[src/rtl/hazard_pkg.sv]
package hazard_pkg;

    typedef enum logic [1:0] {
        SRC_RF   = 2'b00,
        SRC_OUT0 = 2'b01,
        SRC_OUT1 = 2'b10
    } opsrc_e;

    localparam int NUM_OPS = 2;

endpackage

[src/rtl/hz_match.sv]
module hz_match #(
    parameter int REG_W = 5
) (
    input  logic [REG_W-1:0] src,
    input  logic             use_i,
    input  logic [REG_W-1:0] ex_dest,
    input  logic             ex_wr,
    input  logic             ex_load,
    input  logic [REG_W-1:0] ma_dest,
    input  logic             ma_wr,
    output logic             hit_ex,
    output logic             hit_ma,
    output logic             load_near
);
    logic live;

    // register 0 is hard-wired, so a read of it depends on nobody
    assign live      = use_i && (src != '0);
    assign hit_ex    = live && ex_wr && (ex_dest == src);
    assign hit_ma    = live && ma_wr && (ma_dest == src);
    assign load_near = hit_ex && ex_load;

endmodule

[src/rtl/hz_pick.sv]
module hz_pick
    import hazard_pkg::*;
(
    input  logic   fwd_en,
    input  logic   hit_ex,
    input  logic   hit_ma,
    input  logic   load_near,
    output opsrc_e sel_nx,
    output logic   hold
);
    always_comb begin
        sel_nx = SRC_RF;
        hold   = 1'b0;
        unique case (fwd_en)
            1'b1: begin
                // load data exists only after memory stage: wait one slot
                hold = load_near;
                if (hit_ex)      sel_nx = SRC_OUT0;
                else if (hit_ma) sel_nx = SRC_OUT1;
            end
            default: begin
                hold = hit_ex || hit_ma;
            end
        endcase
    end

endmodule

[src/rtl/fwd_ilock_unit.sv]
module fwd_ilock_unit
    import hazard_pkg::*;
#(
    parameter int REG_W = 5
) (
    input  logic             clk,
    input  logic             rst_n,
    input  logic             fwd_en,
    input  logic             id_valid,
    input  logic [REG_W-1:0] id_src_a,
    input  logic             id_use_a,
    input  logic [REG_W-1:0] id_src_b,
    input  logic             id_use_b,
    input  logic [REG_W-1:0] ex_dest,
    input  logic             ex_wr,
    input  logic             ex_load,
    input  logic [REG_W-1:0] ma_dest,
    input  logic             ma_wr,
    output logic [1:0]       sel_a,
    output logic [1:0]       sel_b,
    output logic             stall_if_id,
    output logic             bubble_ex
);
    logic [REG_W-1:0] op_src [NUM_OPS];
    logic             op_use [NUM_OPS];
    logic [NUM_OPS-1:0] hit_ex, hit_ma, load_near, hold;
    opsrc_e           sel_nx [NUM_OPS];
    opsrc_e           sel_q  [NUM_OPS];
    logic             hold_any;

    assign op_src[0] = id_src_a;
    assign op_src[1] = id_src_b;
    assign op_use[0] = id_valid && id_use_a;
    assign op_use[1] = id_valid && id_use_b;

    for (genvar g = 0; g < NUM_OPS; g++) begin : g_op
        hz_match #(.REG_W(REG_W)) u_match (
            .src       (op_src[g]),
            .use_i     (op_use[g]),
            .ex_dest   (ex_dest),
            .ex_wr     (ex_wr),
            .ex_load   (ex_load),
            .ma_dest   (ma_dest),
            .ma_wr     (ma_wr),
            .hit_ex    (hit_ex[g]),
            .hit_ma    (hit_ma[g]),
            .load_near (load_near[g])
        );

        hz_pick u_pick (
            .fwd_en    (fwd_en),
            .hit_ex    (hit_ex[g]),
            .hit_ma    (hit_ma[g]),
            .load_near (load_near[g]),
            .sel_nx    (sel_nx[g]),
            .hold      (hold[g])
        );

        // select travels with the instruction into execute; a bubble reads the file
        always_ff @(posedge clk or negedge rst_n) begin
            if (!rst_n)        sel_q[g] <= SRC_RF;
            else if (hold_any) sel_q[g] <= SRC_RF;
            else               sel_q[g] <= sel_nx[g];
        end
    end

    assign hold_any    = |hold;
    assign stall_if_id = hold_any;
    assign bubble_ex   = hold_any;
    assign sel_a       = sel_q[0];
    assign sel_b       = sel_q[1];

    // a bubble entering execute reads the register file
    p_bubble_sel_r8: assert property (@(posedge clk) disable iff (!rst_n)
        bubble_ex |=> (sel_a == 2'b00 && sel_b == 2'b00));

    // interlock-only mode never forwards
    p_off_no_fwd_r7: assert property (@(posedge clk) disable iff (!rst_n)
        !fwd_en |=> (sel_a == 2'b00 && sel_b == 2'b00));

    // register 0 never forwards
    p_zero_src_r5: assert property (@(posedge clk) disable iff (!rst_n)
        (id_src_a == '0) |=> (sel_a == 2'b00));

    // execute-stage ALU producer forwards from first latch without stall
    p_ex_bypass_r2: assert property (@(posedge clk) disable iff (!rst_n)
        (fwd_en && id_valid && id_use_a && ex_wr && !ex_load &&
         ex_dest == id_src_a && ex_dest != '0 && !(id_valid && id_use_b &&
         ex_wr && ex_load && ex_dest == id_src_b))
        |-> (!stall_if_id ##1 sel_a == 2'b01));

    // a load in execute feeding decode always holds decode
    p_load_hold_r6: assert property (@(posedge clk) disable iff (!rst_n)
        (id_valid && id_use_b && ex_wr && ex_load && ex_dest == id_src_b &&
         ex_dest != '0) |-> stall_if_id);

endmodule

[config.mk]
export PLATFORM = sky130hd
export DESIGN_NAME = fwd_ilock_unit
export DESIGN_NICKNAME = d
export VERILOG_FILES = /design/src/rtl/hazard_pkg.sv /design/src/rtl/hz_match.sv /design/src/rtl/hz_pick.sv /design/src/rtl/fwd_ilock_unit.sv
export SDC_FILE = /design/constraint.sdc
export NUM_CORES = 1
export LEC_CHECK = 0
export ABC_AREA = 1
export BUFFER_PORTS_ARGS = -buffer_cell sky130_fd_sc_hd__buf_2
export CAP_MARGIN = 10
export CORE_MARGIN = 5
export CORE_UTILIZATION = 45
export CTS_CLUSTER_SIZE = 10
export DETAILED_ROUTE_END_ITERATION = 16
export GPL_TIMING_DRIVEN = 0
export PLACE_DENSITY = 0.9
export SLEW_MARGIN = 40
export SYNTH_ARGS = -nofsm -noshare
export SYNTH_HDL_FRONTEND = slang
export SYNTH_SLANG_ARGS = --single-unit
[constraint.sdc]
create_clock -name clk -period 1 [get_ports clk]
set_input_delay 0 -clock clk [delete_from_list [all_inputs] [get_ports clk]]
set_output_delay 0 -clock clk [all_outputs]
set_load 0.01 [all_outputs]
# Word level (Yosys, flattened, before mapping)
# Cells that the tools add are included.
# totals
ff_bits	4
in_bits	29
output_inout_bits	6
# op_classes
eq_ne	4
mux	10
n_reduce_logical	19
# op_table
operator	n
$eq 5x5->1	4
$mux 2	8
$logic_and 1x1->1	14
$reduce_bool 5->1	2
$logic_or 1x1->1	2
$mux 1	2
$reduce_or 2->1	1

# Longest topological paths before layout
# logic_depth
ltp_word	8
ltp_mapped	11
depth_no_buf	11

# Hierarchy
# A second synthesis with hierarchy kept.
# hier_totals
cells_unflattened	140
area_unflattened_um2	686.9
# modules_own_cells
module	instances	cells_per_inst	area_per_inst_um2	seq_area_each_um2
hz_match	2	52	217.7	0.0
fwd_ilock_unit	1	20	181.4	100.1
hz_pick	2	8	35.0	0.0

# Least setup slack after synthesis
# Ideal clock, no wire load.
# synth_path
kind	input to register
from	in ex_dest[2]
to	reg sel_q (netlist bit sel_a[1])
setup_time_ps	118
arrival_time_ps	712
path_slack_ps	169
cell_stages	11
n_path_buf	0
path_cell_list	inv_1 -> nand2_1 -> nand2_1 -> nor2_2 -> nand2_1 -> nor2_2 -> nand3_2 -> nand2_1 -> nand2_1 -> nand2_2 -> nor2_1
# synth_via
elab_chain_cells	6
elab_cells_between_ends	14
# synth_lines
element	line	source
from (decl)	fwd_ilock_unit.sv:14	input logic [REG_W-1:0] ex_dest,
$eq 5x5->1	hz_match.sv:19	assign hit_ex = live && ex_wr && (ex_dest == src);
$logic_and 1x1->1	hz_match.sv:19	
$logic_or 1x1->1 or $logic_and 1x1->1 (tied branches)	hz_pick.sv:22, hz_match.sv:21	
$mux 1	hz_pick.sv:14	unique case (fwd_en)
$reduce_or 2->1 (*)	fwd_ilock_unit.sv:67	assign hold_any = |hold;
net bubble_ex	fwd_ilock_unit.sv:22	output logic bubble_ex
$mux 2 (*)	fwd_ilock_unit.sv:62	else if (hold_any) sel_q[g] <= SRC_RF;
to (signal, indexed assignment)	fwd_ilock_unit.sv:63	else sel_q[g] <= sel_nx[g];
to (decl)	fwd_ilock_unit.sv:28	opsrc_e sel_q [NUM_OPS];
# Mark *: on every way through the listed nets, which the timed path passes. The rest lies on a longest branch.

# Final worst setup path
# layout_path
from	in ma_dest[3]
to	out stall_if_id
# layout_via
elab_chain_cells	5
elab_cells_between_ends	9
# layout_lines
element	line	source
from (decl)	fwd_ilock_unit.sv:17	input logic [REG_W-1:0] ma_dest,
$eq 5x5->1	hz_match.sv:20	assign hit_ma = live && ma_wr && (ma_dest == src);
$logic_and 1x1->1	hz_match.sv:20	
$logic_or 1x1->1	hz_pick.sv:22	hold = hit_ex || hit_ma;
$mux 1	hz_pick.sv:14	
$reduce_or 2->1 (*)	fwd_ilock_unit.sv:67	
to (decl)	fwd_ilock_unit.sv:21	output logic stall_if_id,
# Every way passes the cells marked *; elsewhere a longest branch is shown, timed or not.

==> results by stage <==
Floorplan:
- The die outline area is 2520 µm².
- For this design the top-level I/O count stands at 35.
- The die is approximately 50 µm tall.
- The total area inside the core boundary comes to 1520 µm².
- The floorplan has 14 rows.
- The die is ~50 µm wide.
- The effective utilization at floorplan is 0.478.

Routing:
- The detail route stage leaves a number of antenna-violating nets equal to 0.
- The detailed-route vias per instance is 5.57.
- For this block, the via count after detailed routing is 1165.
- The first-pass detailed-route iteration total is 4.
- After detailed routing, the number of remaining DRC violations is 0.
- The detail-routed net length per standard cell is about 15 µm.
- After the first detailed-routing iteration, the DRC count stood at 53.
- For this block, the routed nets add up to 3120 µm of wire.

Yosys:
- The share of the synthesized area in the top cell type is 0.294.
- The number of storage elements in the synthesis netlist is 4.
- Yosys printed 0 warnings.
- The mapped netlist covers 728 µm².
- The number of nets handed over by synthesis was 177.
- The cell taking the most area after synthesis is sky130_fd_sc_hd__nand2_1.
- Each instance of the synthesized netlist takes up on average about 4.9 µm².
- In the synthesized netlist, the number of instances is 148.
- For this run, the register share of the synthesized area comes to 0.137.
- The distinct cell type count after synthesis is 21.
- Sorting the synthesized cells by area gives the leading types as sky130_fd_sc_hd__nand2_1 29%, sky130_fd_sc_hd__dfrtp_1 14%, sky130_fd_sc_hd__inv_1 11%.

Critical path:
- The setup path with the least slack is of type in -> out.
- For the worst setup path, the data required time is 1000 ps.
- The kind of end point of the critical path is an output port.
- Of all nets on the critical path, the largest fanout is 4.
- The data arrival at the endpoint of the critical path is 1100 ps.
- The critical path startpoint category is an input port.

Cells and area:
- For this run, the post-layout net count is ~220.
- After filler insertion, the fill cell instance count of the layout stands at 98.
- The repair_antennas step left the layout with diodes totalling 0.
- The proportion of layout cells with a drive suffix above 1 is 0.497.
- The most common cell after layout, fill and taps aside is sky130_fd_sc_hd__nand2_1.
- The final cell area excluding filler cells is 1250 µm².
- Leaving out fill and tap cells, the most frequent cells in the layout are 44 x sky130_fd_sc_hd__nand2_1, 23 x sky130_fd_sc_hd__buf_2, 15 x sky130_fd_sc_hd__inv_1.
- The area added between synthesis and finish is 72.0%.

Timing:
- Setup violations remaining at the end of the flow were counted as 2.
- The top achievable clock speed is 908 MHz.
- The final hold violation count is 0.
- The transition at the pin with the smallest max-transition slack is around 250 ps.
- The share of the clock period used by the worst path is 1.10.
- Across all setup checks in the final design, the least slack found is -102 ps.
- Subtracting the final worst setup slack from the clock period gives 1100 ps.
- The max-slew violation count is 0.
- The worst max-slew margin expressed relative to the limit is 0.829.
- The summed negative setup slack over all endpoints is -146 ps.
- Hold timing on the final database bottoms out at a slack of 47.7 ps.
- Setup repair after global routing could not meet its margin everywhere.

GRT:
- Entering global routing, the biggest net connects 7 pins.
- The number of antenna violations at the first check in global routing is 0.
- The via count of the first global-routing pass was 1023.
- The first global-routing pass estimated 4110 µm of wire.
- The total overflow left after global routing is 0.
- The combined global-route utilization of all metal layers is 0.208.

Worst hold path:
- The instance count along the most critical hold path is 3.
- The hold path startpoint is fwd_en.
- The worst hold path belongs to the class in -> reg.
- The path with the worst hold slack has its endpoint at sel_a[1]$_DFF_PN0_.

Clock network:
- Clock tree synthesis inserted a total of 3 buffers.
- TritonCTS built the clock tree.
- In this run the number of H-tree levels came out at 1.
- The clock-pin slew reported for the worst setup and hold paths after clock tree synthesis is 40 ps.
- The tree built by TritonCTS fans out to 4 sinks.
- No sink is reached through more buffers than the 2 on the longest clock path.
- The cell at the root of the clock tree is sky130_fd_sc_hd__clkbuf_4.

Flow run:
- The tool flagged a number of max-cap violations equal to 0.

Place:
- Buffers placed on the I/O ports in this run total 34.
- The placed cell area is 918 µm².
- Timing analysis after detailed placement gives a worst setup slack of -125 ps.
- The routability congestion estimate from global placement is slightly above 0.9.
- The post-DP HPWL is just under 2000 µm.

Pwr:
- Power spread over the standard cell area amounts to 649 nW/µm².
- The maximum VDD drop is ~0.35 mV.
- The power after layout is 0.813 mW.
- The leakage power summed over all cells is approximately 0.73 nW.

Outcome:
- The run finished, with violations left.
- The checks that failed: setup timing.
==> worst max path at each step <==
stage,depth (start not counted),from,slack [ps],end
3_3_place_gp,11,id_src_b[1],-100,stall_if_id
4_1_cts,13,id_src_b[2],-40,stall_if_id
6_report,9,ma_dest[3],-100,stall_if_id
3_5_place_dp,11,id_src_b[1],-120,stall_if_id
2_1_floorplan,11,ex_dest[2],170,sel_a[1]$_DFF_PN0_
5_1_grt,13,id_src_b[0],-170,stall_if_id
==> Yosys cell counts <==
cell,count
sky130_fd_sc_hd__a21oi_1,4
sky130_fd_sc_hd__nor2_2,3
sky130_fd_sc_hd__nand2_2,3
sky130_fd_sc_hd__nand4_1,1
sky130_fd_sc_hd__nand3_1,12
sky130_fd_sc_hd__nand4_2,1
sky130_fd_sc_hd__nand2_1,57
sky130_fd_sc_hd__inv_1,22
sky130_fd_sc_hd__nand3_2,1
sky130_fd_sc_hd__dfrtp_1,4
sky130_fd_sc_hd__o21ai_0,2
sky130_fd_sc_hd__and2_1,1
sky130_fd_sc_hd__nor3_1,4
sky130_fd_sc_hd__o21ai_1,2
sky130_fd_sc_hd__xnor2_1,1
sky130_fd_sc_hd__nor2_1,20
sky130_fd_sc_hd__o21ai_2,1
sky130_fd_sc_hd__buf_4,1
sky130_fd_sc_hd__inv_2,6
sky130_fd_sc_hd__xor2_1,1
sky130_fd_sc_hd__nand3b_1,1
==> registers in the layout (all words and copies together) (netlist names) <==
name   cells
sel_a      2
sel_b      2
==> routing by layer <==
layer	routed length [µm]	track usage
met1	1090	0.201
met4	178	0.175
met5	0	0
met3	302	0.0651
met2	1550	0.356
==> cell families (layout without fill, tap and decap cells) <==
logic type	after synthesis	after routing	synth area share
buffers and inverters	29	74	0.155
DFF	4	4	0.137
AOI/OAI and AO/OA	9	9	0.0670
and+or+nand+nor	104	104	0.617
xor gates and xnor gates	2	2	0.0241
==> power by group <==
group	leakage, nW	internal [mW]	switching [mW]
combinational	0.658	0.186	0.252
sequential	0.0559	0.163	0.0000700
clock	0.0138	0.135	0.0773
total	0.728	0.484	0.329
==> through the flow <==
step                utilization  instances
global placement          0.603        198
finish                    0.822        209
global route              0.822        209
detailed placement        0.603        198
CTS                       0.706        205
floorplan                     -        148
==> area by class of cell <==
| cell class | instances | area, µm² | share of cell area |
|---|---|---|---|
| sequential | 4 | 100 | 0.0799 |
| timing repair buffer | 42 | 325 | 0.260 |
| multi-input combinational | 115 | 653 | 0.521 |
| tap | 16 | 20.0 | 0.0160 |
| inverter | 28 | 120 | 0.0959 |
| buffer | 1 | 11.3 | 0.00899 |
| clock buffer | 3 | 22.5 | 0.0180 |
==> worst max-delay path, cell delays in order <==
cell and delay (ps):
sky130_fd_sc_hd__buf_2 130, sky130_fd_sc_hd__o21ai_0 250, sky130_fd_sc_hd__nor2_1 100, sky130_fd_sc_hd__nand3_2 110, sky130_fd_sc_hd__nand2_2 60, sky130_fd_sc_hd__o21ai_2 140, sky130_fd_sc_hd__nand2_2 90, sky130_fd_sc_hd__buf_6 120
sky130_fd_sc_hd__buf_6 110
==> what timing repair did <==
item / CTS / global route
pin swaps: 21 / 28
endpoints found under the hold margin: 6 / 0
setup endpoints to repair: 2 / 2
buffers inserted: 2 / 4
hold buffers: 2 / 0
gates resized for setup: 34 / 45
Note: power is estimated with default switching activity, not from simulation.
